--- config.mk ---
export PLATFORM = sky130hd
export DESIGN_NAME = cs_decoder
export DESIGN_NICKNAME = d
export VERILOG_FILES = /design/src/rtl/cs_pkg.sv /design/src/rtl/cs_regfile.sv /design/src/rtl/cs_window.sv /design/src/rtl/cs_select.sv /design/src/rtl/cs_decoder.sv
export SDC_FILE = /design/constraint.sdc
export NUM_CORES = 1
export LEC_CHECK = 0
export ABC_AREA = 1
export BUFFER_PORTS_ARGS = -buffer_cell sky130_fd_sc_hd__buf_4
export CORE_UTILIZATION = 25
export DETAILED_ROUTE_END_ITERATION = 6
export GPL_TIMING_DRIVEN = 0
export HOLD_SLACK_MARGIN = 0.06
export SKIP_CTS_REPAIR_TIMING = 1
export SYNTH_ARGS = -nofsm -noshare
export SYNTH_HDL_FRONTEND = slang
export SYNTH_SLANG_ARGS = --single-unit
--- constraint.sdc ---
create_clock -name clk_i -period 3.68 [get_ports clk_i]
set_clock_uncertainty 0.1 [all_clocks]
set_input_delay 0.736 -clock clk_i [delete_from_list [all_inputs] [get_ports clk_i]]
set_output_delay 0.736 -clock clk_i [all_outputs]
set_load 0.02 [all_outputs]
--- src/rtl/cs_pkg.sv ---
package cs_pkg;
  localparam int NUM_CS    = 7;
  localparam int REG_AW    = 8;
  localparam int BASE_OFS  = 'h80;
  localparam int MASK_OFS  = 'h84;
  localparam int REG_STEP  = 12;

  typedef struct packed {
    logic [15:0] base;
    logic [15:0] mask;
    logic        wp;
    logic        dma_cls;
    logic        blk_cpu;
    logic        blk_sc;
    logic        blk_sd;
    logic        blk_uc;
    logic        blk_ud;
    logic        valid;
  } win_cfg_t;

  typedef struct packed {
    logic wr;
    logic sup;
    logic code;
    logic cpu;
    logic dma;
  } acc_t;
endpackage

--- src/rtl/cs_regfile.sv ---
module cs_regfile
  import cs_pkg::*;
#(
  parameter int N  = NUM_CS,
  parameter int AW = REG_AW
) (
  input  logic          clk_i,
  input  logic          rst_ni,
  input  logic          we_i,
  input  logic [AW-1:0] addr_i,
  input  logic [31:0]   wdata_i,
  output logic [31:0]   rdata_o,
  output win_cfg_t      cfg_o [N]
);
  win_cfg_t cfg_q [N];

  for (genvar g = 0; g < N; g++) begin : g_win
    localparam logic [AW-1:0] BaseAddr = AW'(BASE_OFS + g * REG_STEP);
    localparam logic [AW-1:0] MaskAddr = AW'(MASK_OFS + g * REG_STEP);
    always_ff @(posedge clk_i or negedge rst_ni) begin
      if (!rst_ni) begin
        cfg_q[g] <= '0;
      end else if (we_i && addr_i == BaseAddr) begin
        cfg_q[g].base <= wdata_i[15:0];
      end else if (we_i && addr_i == MaskAddr) begin
        cfg_q[g].mask    <= wdata_i[31:16];
        cfg_q[g].wp      <= wdata_i[8];
        cfg_q[g].dma_cls <= wdata_i[6];
        cfg_q[g].blk_cpu <= wdata_i[5];
        cfg_q[g].blk_sc  <= wdata_i[4];
        cfg_q[g].blk_sd  <= wdata_i[3];
        cfg_q[g].blk_uc  <= wdata_i[2];
        cfg_q[g].blk_ud  <= wdata_i[1];
        cfg_q[g].valid   <= wdata_i[0];
      end
    end
    assign cfg_o[g] = cfg_q[g];
  end

  always_comb begin
    rdata_o = '0;
    for (int i = 0; i < N; i++) begin
      if (addr_i == AW'(BASE_OFS + i * REG_STEP))
        rdata_o = {16'h0, cfg_q[i].base};
      if (addr_i == AW'(MASK_OFS + i * REG_STEP))
        rdata_o = {cfg_q[i].mask, 7'h0, cfg_q[i].wp, 1'b0, cfg_q[i].dma_cls,
                   cfg_q[i].blk_cpu, cfg_q[i].blk_sc, cfg_q[i].blk_sd,
                   cfg_q[i].blk_uc, cfg_q[i].blk_ud, cfg_q[i].valid};
    end
  end

  // mask write to window 0 lands in its field
  a_r2_mask_write: assert property (@(posedge clk_i) disable iff (!rst_ni)
    (we_i && addr_i == AW'(MASK_OFS)) |=> cfg_q[0].mask == $past(wdata_i[31:16]));
endmodule

--- src/rtl/cs_window.sv ---
module cs_window
  import cs_pkg::*;
(
  input  win_cfg_t    cfg_i,
  input  logic [15:0] addr_hi_i,
  input  acc_t        acc_i,
  output logic        hit_o
);
  logic addr_match, cls_block, wr_block;

  always_comb begin
    addr_match = ((addr_hi_i ^ cfg_i.base) & ~cfg_i.mask) == 16'h0;
    wr_block   = cfg_i.wp && acc_i.wr;
    if (acc_i.cpu)
      cls_block = cfg_i.blk_cpu;
    else if (acc_i.dma && !cfg_i.dma_cls)
      cls_block = 1'b0;
    else if (acc_i.sup)
      cls_block = acc_i.code ? cfg_i.blk_sc : cfg_i.blk_sd;
    else
      cls_block = acc_i.code ? cfg_i.blk_uc : cfg_i.blk_ud;
    hit_o = addr_match && cfg_i.valid && !wr_block && !cls_block;
  end

  always_comb begin
    a_r4_invalid_quiet: assert (cfg_i.valid || !hit_o);
    a_r5_wp_blocks:     assert (!(cfg_i.wp && acc_i.wr && hit_o));
  end
endmodule

--- src/rtl/cs_select.sv ---
module cs_select #(
  parameter int N = 7
) (
  input  logic [N-1:0] req_i,
  output logic [N-1:0] gnt_o
);
  always_comb begin
    logic found;
    found = 1'b0;
    gnt_o = '0;
    for (int i = 0; i < N; i++) begin
      if (req_i[i] && !found) begin
        gnt_o[i] = 1'b1;
        found    = 1'b1;
      end
    end
  end

  always_comb begin
    a_r8_lowest_wins: assert ((req_i == '0) || gnt_o[0] == req_i[0]);
  end
endmodule

--- src/rtl/cs_decoder.sv ---
module cs_decoder
  import cs_pkg::*;
#(
  parameter int N  = NUM_CS,
  parameter int AW = REG_AW
) (
  input  logic          clk_i,
  input  logic          rst_ni,
  input  logic          reg_we_i,
  input  logic [AW-1:0] reg_addr_i,
  input  logic [31:0]   reg_wdata_i,
  output logic [31:0]   reg_rdata_o,
  input  logic          as_i,
  input  logic [31:0]   addr_i,
  input  logic          wr_i,
  input  logic          super_i,
  input  logic          code_i,
  input  logic          cpu_space_i,
  input  logic          dma_i,
  output logic [N-1:0]  cs_o
);
  win_cfg_t     cfg [N];
  acc_t         acc;
  logic [N-1:0] hit, sel;
  logic [N-1:0] cs_q;

  assign acc = '{wr: wr_i, sup: super_i, code: code_i, cpu: cpu_space_i, dma: dma_i};

  cs_regfile #(.N(N), .AW(AW)) u_regs (
    .clk_i, .rst_ni,
    .we_i   (reg_we_i),
    .addr_i (reg_addr_i),
    .wdata_i(reg_wdata_i),
    .rdata_o(reg_rdata_o),
    .cfg_o  (cfg)
  );

  for (genvar g = 0; g < N; g++) begin : g_dec
    cs_window u_win (
      .cfg_i    (cfg[g]),
      .addr_hi_i(addr_i[31:16]),
      .acc_i    (acc),
      .hit_o    (hit[g])
    );
  end

  cs_select #(.N(N)) u_sel (.req_i(hit), .gnt_o(sel));

  always_ff @(posedge clk_i or negedge rst_ni) begin
    if (!rst_ni)   cs_q <= '0;
    else if (as_i) cs_q <= sel;
    else           cs_q <= '0;
  end
  assign cs_o = cs_q;

  a_r8_onehot: assert property (@(posedge clk_i) disable iff (!rst_ni)
    $onehot0(cs_o));
  a_r9_idle_clear: assert property (@(posedge clk_i) disable iff (!rst_ni)
    !as_i |=> cs_o == '0);
  a_r9_capture: assert property (@(posedge clk_i) disable iff (!rst_ni)
    as_i |=> cs_o == $past(sel));
endmodule

# Yosys cells after proc, flatten, opt, wreduce, memory -nomap -nowiden

Cells that the tools add are included.

Eq/ne operators: 14
Mux-type cells: 62
Bitwise operators: 28
Reduce and logical (&&, ||, !) cells: 96

Operators with widths:

| cell               | count |
|---|---|
| $mux 32            | 13 |
| $and 16x16->16     | 7 |
| $eq 8x8->1 const B | 14 |
| $logic_not 16->1   | 7 |
| $not 16->16        | 7 |
| $xor 16x16->16     | 7 |
| $logic_and 1x1->1  | 55 |
| $mux 1             | 47 |
| $logic_not 1->1    | 27 |
| $mux 16            | 1 |
| $reduce_and 2->1   | 7 |
| $mux 7             | 1 |
| $not 1->1          | 7 |

Flip-flop bits (word level): 287
Bits of input ports: 81
Output and inout bits: 39
Word-level logic and storage cells: 271

# Logic depth before layout (Yosys ltp)

Gate-level depths: netlist of the first run.

Depth in word-level cells: 26
Mapped depth: 15
Gate-level depth less buffers: 14

# By module

Synthesis of the first run repeated with hierarchy kept, for this count alone.

Cells, all modules: 2096
Area, all modules: 15578.7 um^2

By module, submodules not included:

| module     | times used | cells each | area each (um^2) | sequential area each (um^2) |
|---|---|---|---|---|
| cs_regfile | 1          | 1436       | 12500.7          | 7006.7 |
| cs_window  | 7          | 89         | 395.4            | 0.0 |
| cs_decoder | 1          | 21         | 227.7            | 175.2 |
| cs_select  | 1          | 16         | 82.6             | 0.0 |

# Least setup slack after synthesis of the first run

No wires, ideal clock.

Kind: input-to-output
Start: in reg_addr_i[2]
End: out reg_rdata_o[31]
Arrival time: 2.058 ns
Required time: 2.844 ns
Path slack: 0.786 ns
Stages on the path: 13
Path buffers: 3
Cells stage by stage: buf_6 inv_2 nand2_2 nor2_8 nand2_2 buf_2 buf_2 o21ai_0 nand2_1 nand2_1 nand2_1 nand2_1 nand4_1

Cells in the longest elaborated chain, start to end: 14
Elaborated cells on any way between the ends: 26
Those cells by class: eq/ne: 13; mux: 13

Ends and longest elaborated chain:

| what               | line             | text |
|---|---|---|
| start: declaration | cs_decoder.sv:10 | `input logic [AW-1:0] reg_addr_i,` |
| $eq 8x8->1         | cs_regfile.sv:45 | `if (addr_i == AW'(MASK_OFS + i * REG_STEP))` |
| $mux 32            | cs_regfile.sv:45 |  |
| $mux 32            | cs_regfile.sv:43 | `if (addr_i == AW'(BASE_OFS + i * REG_STEP))` |
| $mux 32            | cs_regfile.sv:45 |  |
| $mux 32            | cs_regfile.sv:43 |  |
| $mux 32            | cs_regfile.sv:45 |  |
| $mux 32            | cs_regfile.sv:43 |  |
| $mux 32            | cs_regfile.sv:45 |  |
| $mux 32            | cs_regfile.sv:43 |  |
| $mux 32            | cs_regfile.sv:45 |  |
| $mux 32            | cs_regfile.sv:43 |  |
| $mux 32            | cs_regfile.sv:45 |  |
| $mux 32            | cs_regfile.sv:43 |  |
| $mux 32 *          | cs_regfile.sv:45 |  |
| end: declaration   | cs_decoder.sv:12 | `output logic [31:0] reg_rdata_o,` |

Every way passes the cells marked *; elsewhere a longest branch is shown, timed or not.

# Final worst setup path of the first run

Start: in reg_addr_i[4]
End: out reg_rdata_o[21]

Same word-level chain as after synthesis.

==> flow_metrics.env, run 1 <==
export IMPL_outcome="complete, but fails checks"
export IMPL_violations="DRC"
export IMPL_synth_seq_cells=287
export IMPL_drt_pass1_iterations=7
export IMPL_grt_usage_pct=20.4
export IMPL_routedWlPerCell_um=21.0
export IMPL_drt_vias_per_instance=5.04
export IMPL_path_max_fanout=10
export IMPL_fin_hold_ws_ps=173
export IMPL_cts_max_level=2
export IMPL_die_area_mm2=0.0614
export IMPL_syn2layout_area_growth_pct=19.5
export IMPL_startpoint="reg_addr_i[4]"
export IMPL_design_area_mm2=0.0180
export IMPL_drt_initial_drc_count=2040
export IMPL_max_cap_violations=0
export IMPL_yosysMostFrequentCell="nand2_1"
export IMPL_cp_start_kind="input port"
export IMPL_clk_latency_ps=540
export IMPL_ios=120
export IMPL_ir_drop_v=0.000252
export IMPL_slew_viol_final=0
export IMPL_leakage_nw=8.25
export IMPL_core_mm2=0.0594
export IMPL_fin_crit_sh_pct=98.3
export IMPL_worst_ep_required_time_ps=2840
export IMPL_slew_headroom_pct=45.6
export IMPL_crit_end="reg_rdata_o[21]"
export IMPL_rsz0062_at_grt="true"
export IMPL_fillers=6465
export IMPL_grt_util_met1_pct=28.6
export IMPL_synth_warning_count=0
export IMPL_r2r_cells=12
export IMPL_p_per_area_mw_per_mm2=419
export IMPL_use_met2_pct=31.7
export IMPL_setup_tns_ps=0
export IMPL_path_clk_slew_ps=60
export IMPL_num_vias=15100
export IMPL_synth_async_reset_ratio_pct=100
export IMPL_antenna_found_initial=2
export IMPL_cts_tree="done"
export IMPL_gp_congestion=1.00
export IMPL_drt_wl_total_mm=62.8
export IMPL_portBuffers=94
export IMPL_ys_seq_area_share_pct=47.6
export IMPL_finalNetCount=2275
export IMPL_synth_top_area_share_pct=47.6
export IMPL_yosysTopAreaCell="dfrtp_1"
export IMPL_synthesis_nets=2139
export IMPL_placed_cell_area_mm2=0.0168
export IMPL_fin_util_pct=30.4
export IMPL_grt_pass1_vias=13900
export IMPL_setup_viol=0
export IMPL_synthFlopType="dfrtp_1"
export IMPL_start_util_pct=25.4
export IMPL_cts_root_buf="clkbuf_16"
export IMPL_tightest_slew_ps=815
export IMPL_worst_setup_path_end_kind="output port"
export IMPL_dp_hpwl_mm=49.7
export IMPL_hold_viol_final=0
export IMPL_syn_inst=2058
export IMPL_critPathArrivalTime_ps=2780
export IMPL_die_w_um=248
export IMPL_use_met3_pct=3.81
export IMPL_busiest_layer="met2"
export IMPL_hold_path_class="input port to async pin"
export IMPL_dieHeight_um=248
export IMPL_synth_cell_types=36
export IMPL_synth_area_mm2=0.0151
export IMPL_rrSetupSlack_ps=1530
export IMPL_p_total_w=0.00757
export IMPL_critPathKind="input port to output port"
export IMPL_clock_sinks=287
export IMPL_post_route_min_period_ps=3620
export IMPL_numCtsBuffers=35
export IMPL_synthTopCellsByArea="dfrtp_1, nand2_1, o21ai_0"
export IMPL_cts_buffer_depth=3
export IMPL_synth_edf_count=0
export IMPL_remaining_drc_errors=12
export IMPL_rows=89
export IMPL_grt_first_pass_wirelength_mm=91.4
export IMPL_regToRegEndpoint="cs_o[3]"
export IMPL_grt_ovfl_total=0
export IMPL_max_freq_mhz=277
export IMPL_grt_start_max_net_pins=104
export IMPL_drive_gt1_share_pct=11.5
export IMPL_synth_avg_cell_area_um2=7.34
export IMPL_synthTopCellsByCount="nand2_1, o21ai_0, dfrtp_1"
export IMPL_reg2reg_from="u_regs.cfg_o[241]"
export IMPL_antenna_left=0
logic make-up (layout without fill, tap and decap cells):
kind of cell,count (synthesis),count (layout),synth area share (%)
AND/OR/NAND/NOR,954,954,26.1
AO/OA/AOI/OAI,520,520,17.9
flip-flops,287,287,47.6
buffers and inverters,282,442,7.51
XOR/XNOR,15,15,0.870
other,0,1,0
cells in the final DEF, fill, tap and decap left out, types with 67 or more instances in the layout:
cell type / Yosys / final
nor2_1: 112 / 112
dfrtp_1: 287 / 287
clkbuf_1: 65 / 67
o21ai_1: 77 / 77
a21oi_1: 75 / 75
nand2_1: 677 / 674
buf_4: 0 / 96
nand3_1: 77 / 77
o21ai_0: 332 / 332
inv_1: 151 / 151
final cells by class:
class                      count  area, um^2  area share, %
inverter                     169         639           3.54
clock buffer                  54        1070           5.92
multi-input combinational   1489        6820           37.8
timing repair buffer          99         791           4.38
antenna                        1        2.50         0.0139
tap                          773         967           5.36
sequential                   287        7180           39.8
buffer                       113         515           2.86
clock inverter                 7        53.8          0.298
report_power, final:
| group | switching (W) | total, W | leakage, nW | internal, W |
|---|---|---|---|---|
| Combinational | 0.000478 | 0.000694 | 3.74 | 0.000216 |
| Clock | 0.00143 | 0.00344 | 0.557 | 0.00200 |
| Sequential | 0.000132 | 0.00344 | 3.96 | 0.00330 |
| Total | 0.00204 | 0.00757 | 8.25 | 0.00552 |
routing by layer:
metal	share of wire (%)	vias up
met5	0.037	-
met4	2.8	4
met3	9.2	106
met2	44	722
met1	44	7265
li1	-	6984
worst max-delay path: stages:
cell and delay, ps:
buf_4 120, inv_1 60, nand2_1 130, nor2_4 300, nand2_2 220, buf_2 250, o21ai_0 180, o21ai_1 120
nand2_1 70, o21ai_1 70, nand2_1 90, nand2_1 70, nand4_1 180, buf_4 190
state kept, by name (all words and copies together), names as in the netlist:
register,flops
cs_o,7
u_regs.cfg_o,280
worst min-delay path by stage:
stage                                  from                end  slack [ps]  depth (start not counted)
after floorplan                      rst_ni            cs_o[0]         340                          0
after global placement    u_regs.cfg_o[238]  u_regs.cfg_o[238]         370                          2
after detailed placement  u_regs.cfg_o[109]  u_regs.cfg_o[109]         370                          2
after CTS                            rst_ni  u_regs.cfg_o[123]         210                          1
after global routing                 rst_ni  u_regs.cfg_o[247]         250                          1
final                                rst_ni  u_regs.cfg_o[243]         170                          1
stage by stage:
stage               worst slack [ps]  cells
CTS                             -110   2988
global route                   -9.85   2991
global placement                -933   2925
detailed placement              -106   2927
floorplan                        786   2058
finish                          63.6   2992
No activity file was read; power rests on OpenSTA's default activity.
==> run 2, diff against run 1 <==
--- a/config.mk
+++ b/config.mk
@@ -7,10 +7,12 @@
 export LEC_CHECK = 0
 export ABC_AREA = 1
 export BUFFER_PORTS_ARGS = -buffer_cell sky130_fd_sc_hd__buf_4
+export CORE_MARGIN = 2
 export CORE_UTILIZATION = 25
 export DETAILED_ROUTE_END_ITERATION = 6
 export GPL_TIMING_DRIVEN = 0
 export HOLD_SLACK_MARGIN = 0.06
+export PLACE_DENSITY = 0.44
 export SKIP_CTS_REPAIR_TIMING = 1
 export SYNTH_ARGS = -nofsm -noshare
 export SYNTH_HDL_FRONTEND = slang
==> flow_metrics.env, run 2 (same netlist as run 1, synthesis figures left out) <==
export IMPL_outcome="complete, no violations"
export IMPL_cts_max_level=2
export IMPL_path_clk_slew_ps=60
export IMPL_rrSetupSlack_ps=1540
export IMPL_final_cell_mix="nand2_1, o21ai_0, dfrtp_1"
export IMPL_cp_num_buf_inv=4
export IMPL_busiest_layer="met2"
export IMPL_setup_viol=0
export IMPL_gp_congestion=0.916
export IMPL_rows=90
export IMPL_p_per_area_mw_per_mm2=432
export IMPL_fin_hold_ws_ps=63.5
export IMPL_tightest_slew_ps=1020
export IMPL_core_mm2=0.0600
export IMPL_dp_cells=2936
export IMPL_portBuffers=94
export IMPL_final_cells=3011
export IMPL_drt_initial_drc_count=1434
export IMPL_critPathMaxStageDelay_ps=390
export IMPL_dp_hpwl_mm=54.0
export IMPL_critPathArrivalTime_ps=2770
export IMPL_die_area_mm2=0.0624
export IMPL_routedWlPerCell_um=22.7
export IMPL_cpMaxStageDelayCell="o211ai_1"
export IMPL_leakage_nw=8.33
export IMPL_dieHeight_um=250
export IMPL_path_max_fanout=10
export IMPL_clock_sinks=287
export IMPL_rsz0062_at_grt="true"
export IMPL_cts_tree="done"
export IMPL_grt_usage_pct=21.8
export IMPL_max_cap_violations=0
export IMPL_ios=120
export IMPL_layout_commonest_cell="nand2_1"
export IMPL_post_route_min_period_ps=3600
export IMPL_path_delay_family="buffers and inverters"
export IMPL_remaining_drc_errors=0
export IMPL_slew_headroom_pct=31.8
export IMPL_grt_ovfl_total=0
export IMPL_num_vias=15100
export IMPL_hold_viol_final=0
export IMPL_hold_path_class="input port to async pin"
export IMPL_r2r_cells=6
export IMPL_max_freq_mhz=278
export IMPL_fillers=6679
export IMPL_drt_pass1_iterations=5
export IMPL_grt_start_max_net_pins=108
export IMPL_syn2layout_area_growth_pct=20.6
export IMPL_worst_setup_path_end_kind="output port"
export IMPL_drt_vias_per_instance=5.01
export IMPL_worst_ep_required_time_ps=2840
export IMPL_clk_latency_ps=570
export IMPL_finalNetCount=2282
export IMPL_antenna_left=0
export IMPL_regToRegEndpoint="cs_o[4]"
export IMPL_reg2reg_from="u_regs.cfg_o[186]"
export IMPL_cts_buffer_depth=3
export IMPL_ir_drop_v=0.000258
export IMPL_path_cells="buf_4, inv_1, nand2_1, nor2_4, clkbuf_4, nand2_1, o211ai_1, a21oi_1, o2111ai_1, buf_4"
export IMPL_grt_util_met1_pct=30.1
export IMPL_die_w_um=250
export IMPL_drt_wl_total_mm=68.2
export IMPL_slew_viol_final=0
export IMPL_largest_register_ffs=280
export IMPL_setup_tns_ps=0
export IMPL_numCtsBuffers=38
export IMPL_setup_slack_ps=78.1
export IMPL_use_met2_pct=34.4
export IMPL_use_met3_pct=2.94
export IMPL_cp_start_kind="input port"
export IMPL_critPathKind="input port to output port"
export IMPL_grt_pass1_vias=14700
export IMPL_fin_crit_sh_pct=97.9
export IMPL_grt_first_pass_wirelength_mm=98.9
export IMPL_antenna_found_initial=2
export IMPL_p_total_w=0.00786
export IMPL_drive_gt1_share_pct=11.8
export IMPL_cts_root_buf="clkbuf_16"
export IMPL_pre_cts_ws_ps=-249
export IMPL_start_util_pct=25.2
[run 2: cell types whose count changed in the layout (fill, tap and decap cells not counted), moves of 2 or more]
cell,change
o21ai_0,-5
buf_4,+8
buf_2,-3
clkbuf_16,+3
o21ai_2,+3
clkinv_2,-2
o21ai_1,+2
clkbuf_1,+5
[run 2: through the flow]
step	cell area [um^2]	utilization, %
after CTS	18100	30.1
after detailed placement	16800	28.1
after global placement	16800	28.0
final	18200	30.3
after floorplan	15100	-
after global routing	18200	30.3
[run 2: worst max-delay path by stage]
| stage | start | end | slack, ps | depth (start not counted) |
|---|---|---|---|---|
| detailed placement | reg_addr_i[6] | reg_rdata_o[18] | -250 | 14 |
| floorplan | reg_addr_i[2] | reg_rdata_o[31] | 790 | 13 |
| finish | reg_addr_i[4] | reg_rdata_o[13] | 80 | 10 |
| global route | reg_addr_i[4] | reg_rdata_o[14] | -30 | 10 |
| global placement | rst_ni | u_regs.cfg_o[31] | -1060 | 1 |
| CTS | reg_addr_i[6] | reg_rdata_o[18] | -250 | 14 |
[run 2: cell type report]
| type | instances | area (um^2) | area share (%) |
|---|---|---|---|
| antenna | 1 | 2.50 | 0.0137 |
| buffer | 113 | 524 | 2.88 |
| clock buffer | 63 | 1170 | 6.41 |
| clock inverter | 4 | 48.8 | 0.268 |
| inverter | 169 | 639 | 3.51 |
| multi-input combinational | 1489 | 6840 | 37.6 |
| sequential | 287 | 7180 | 39.5 |
| tap | 782 | 978 | 5.37 |
| timing repair buffer | 103 | 821 | 4.51 |
[run 2: layer usage]
layer | vias to the layer above | part of all wire, %
li1 | 7006 | -
met1 | 7436 | 45
met2 | 520 | 45
met3 | 126 | 5.9
met4 | 4 | 3.9
met5 | - | 0.028
[run 2: power breakdown]
group          total, W  internal, W  switching [W]
clock           0.00371      0.00222        0.00149
combinational  0.000709     0.000218       0.000491
sequential      0.00344      0.00330       0.000135
==> run 3, diff against run 2 <==
--- a/config.mk
+++ b/config.mk
@@ -5,14 +5,13 @@
 export SDC_FILE = /design/constraint.sdc
 export NUM_CORES = 1
 export LEC_CHECK = 0
-export ABC_AREA = 1
 export BUFFER_PORTS_ARGS = -buffer_cell sky130_fd_sc_hd__buf_4
 export CORE_MARGIN = 2
-export CORE_UTILIZATION = 25
+export CORE_UTILIZATION = 35
 export DETAILED_ROUTE_END_ITERATION = 6
 export GPL_TIMING_DRIVEN = 0
 export HOLD_SLACK_MARGIN = 0.06
-export PLACE_DENSITY = 0.44
+export PLACE_DENSITY = 0.55
 export SKIP_CTS_REPAIR_TIMING = 1
 export SYNTH_ARGS = -nofsm -noshare
 export SYNTH_HDL_FRONTEND = slang
==> flow_metrics.env, run 3 <==
export IMPL_rrSetupSlack_ps=1190
export IMPL_routedWlPerCell_um=31.3
export IMPL_die_area_mm2=0.0430
export IMPL_r2r_cells=5
export IMPL_p_per_area_mw_per_mm2=443
export IMPL_tightest_slew_ps=797
export IMPL_path_cells="buf_4, nor2_4, nand3b_1, buf_4, nor2_4, clkbuf_2, a222oi_1, nand3_1, buf_4"
export IMPL_max_freq_mhz=271
export IMPL_drt_initial_drc_count=1369
export IMPL_synthesis_nets=1258
export IMPL_grt_ovfl_total=0
export IMPL_regToRegEndpoint="cs_o[6]"
export IMPL_portBuffers=82
export IMPL_synthTopCellsByCount="dfrtp_1, mux2_2, xnor2_1"
export IMPL_antenna_found_initial=0
export IMPL_cp_start_kind="input port"
export IMPL_drive_gt1_share_pct=39.7
export IMPL_fin_hold_ws_ps=75.5
export IMPL_synth_async_reset_ratio_pct=100
export IMPL_dieHeight_um=207
export IMPL_hold_viol_final=0
export IMPL_remaining_drc_errors=0
export IMPL_rows=74
export IMPL_path_clk_slew_ps=60
export IMPL_synthTopCellsByArea="dfrtp_1, mux2_2, xnor2_1"
export IMPL_dp_hpwl_mm=42.6
export IMPL_slew_headroom_pct=46.4
export IMPL_synthFlopType="dfrtp_1"
export IMPL_setup_slack_ps=-12.4
export IMPL_fin_crit_sh_pct=100
export IMPL_path_delay_family="simple AND/OR/NAND/NOR gates"
export IMPL_start_util_pct=35.5
export IMPL_path_depth=9
export IMPL_critPathKind="input port to output port"
export IMPL_core_mm2=0.0408
export IMPL_num_antenna_cells=0
export IMPL_reg2reg_from="u_regs.cfg_o[124]"
export IMPL_drt_pass1_iterations=6
export IMPL_outcome="complete, but fails checks"
export IMPL_finalNetCount=1391
export IMPL_grt_pass1_vias=11000
export IMPL_syn_inst=1177
export IMPL_synth_avg_cell_area_um2=12.3
export IMPL_gp_congestion=0.985
export IMPL_ir_drop_v=0.000282
export IMPL_pre_cts_ws_ps=-519
export IMPL_setup_viol=2
export IMPL_synth_seq_cells=287
export IMPL_max_cap_violations=0
export IMPL_syn2layout_area_growth_pct=18.4
export IMPL_drt_vias_per_instance=6.08
export IMPL_ys_seq_area_share_pct=49.6
export IMPL_post_route_min_period_ps=3690
export IMPL_leakage_nw=7.79
export IMPL_cpMaxStageDelayCell="clkbuf_2"
export IMPL_critPathMaxStageDelay_ps=410
export IMPL_critPathArrivalTime_ps=2860
export IMPL_cts_buffer_depth=3
export IMPL_dp_cells=1793
export IMPL_grt_first_pass_wirelength_mm=82.4
export IMPL_fillers=3950
export IMPL_die_w_um=207
export IMPL_worst_setup_path_end_kind="output port"
export IMPL_synth_warning_count=0
export IMPL_worst_ep_required_time_ps=2840
export IMPL_cts_max_level=2
export IMPL_violations="setup timing"
export IMPL_cts_tree="done"
export IMPL_synth_top_area_share_pct=49.6
export IMPL_cts_root_buf="clkbuf_16"
export IMPL_crit_top_cell="buf_4"
export IMPL_hold_path_class="input port to async pin"
export IMPL_synth_area_mm2=0.0145
export IMPL_clock_sinks=287
export IMPL_ios=120
export IMPL_numCtsBuffers=35
export IMPL_synth_cell_types=45
export IMPL_cp_num_buf_inv=4
export IMPL_grt_usage_pct=26.7
export IMPL_largest_register_ffs=280
export IMPL_grt_start_max_net_pins=113
export IMPL_yosysTopAreaCell="dfrtp_1"
export IMPL_drt_wl_total_mm=58.3
export IMPL_synth_edf_count=0
export IMPL_num_vias=11300
export IMPL_final_cells=1866
export IMPL_final_cell_mix="mux2_2, dfrtp_1, xnor2_1"
export IMPL_slew_viol_final=0
export IMPL_clk_latency_ps=560
export IMPL_antenna_left=0
export IMPL_path_max_fanout=10
==> run 3: final cells by class <==
class | instances | area (um^2) | share of cell area [%]
tap | 532 | 666 | 3.88
multi-input combinational | 805 | 6980 | 40.7
timing repair buffer | 96 | 781 | 4.55
clock inverter | 8 | 55.1 | 0.321
clock buffer | 53 | 1040 | 6.09
buffer | 76 | 404 | 2.36
sequential | 287 | 7180 | 41.9
inverter | 9 | 33.8 | 0.197
==> run 3: worst max path at each step <==
| stage | slack (ps) | startpoint | end |
|---|---|---|---|
| detailed placement | -520 | reg_addr_i[2] | reg_rdata_o[8] |
| global placement | -890 | rst_ni | cs_o[5] |
| global route | -20 | reg_addr_i[6] | reg_rdata_o[0] |
| floorplan | 550 | reg_addr_i[2] | reg_rdata_o[17] |
| CTS | -530 | reg_addr_i[2] | reg_rdata_o[8] |
| finish | -10 | reg_addr_i[1] | reg_rdata_o[19] |
==> run 3: cells by family (layout without fill, tap and decap cells) <==
family	after synthesis	in the layout	share of synthesized area [%]
multiplexers	294	294	23.4
XOR/XNOR	112	112	6.77
AND/OR/NAND/NOR	167	167	6.15
flip-flops	287	287	49.6
AO/OA/AOI/OAI	232	232	11.3
buffers and inverters	85	242	2.77
==> run 3: per-layer routing <==
layer | vias up | global-route usage [%] | wire length [um]
met5 | - | 0 | 0
met4 | 0 | 12.3 | 2960
met3 | 123 | 4.99 | 4940
met2 | 624 | 40.5 | 26000
met1 | 5922 | 37.1 | 24400
li1 | 4672 | - | -
==> run 3: report_power, final <==
part           internal, W  switching (W)  total, W
clock network      0.00196        0.00141   0.00337
logic             0.000304       0.000454  0.000758
registers          0.00330       0.000164   0.00347
total              0.00557        0.00203   0.00760
==> run 3: through the flow <==
stage	util (%)	area (um^2)	total power [W]	setup TNS, ps
after floorplan	-	14500	0.00384	0
after global placement	38.6	15800	0.00423	-262790
after detailed placement	38.8	15800	0.00425	-10560
after CTS	41.5	16900	0.00761	-10640
after global routing	42.0	17100	0.00781	-36.0
final	42.0	17100	0.00760	-12.4
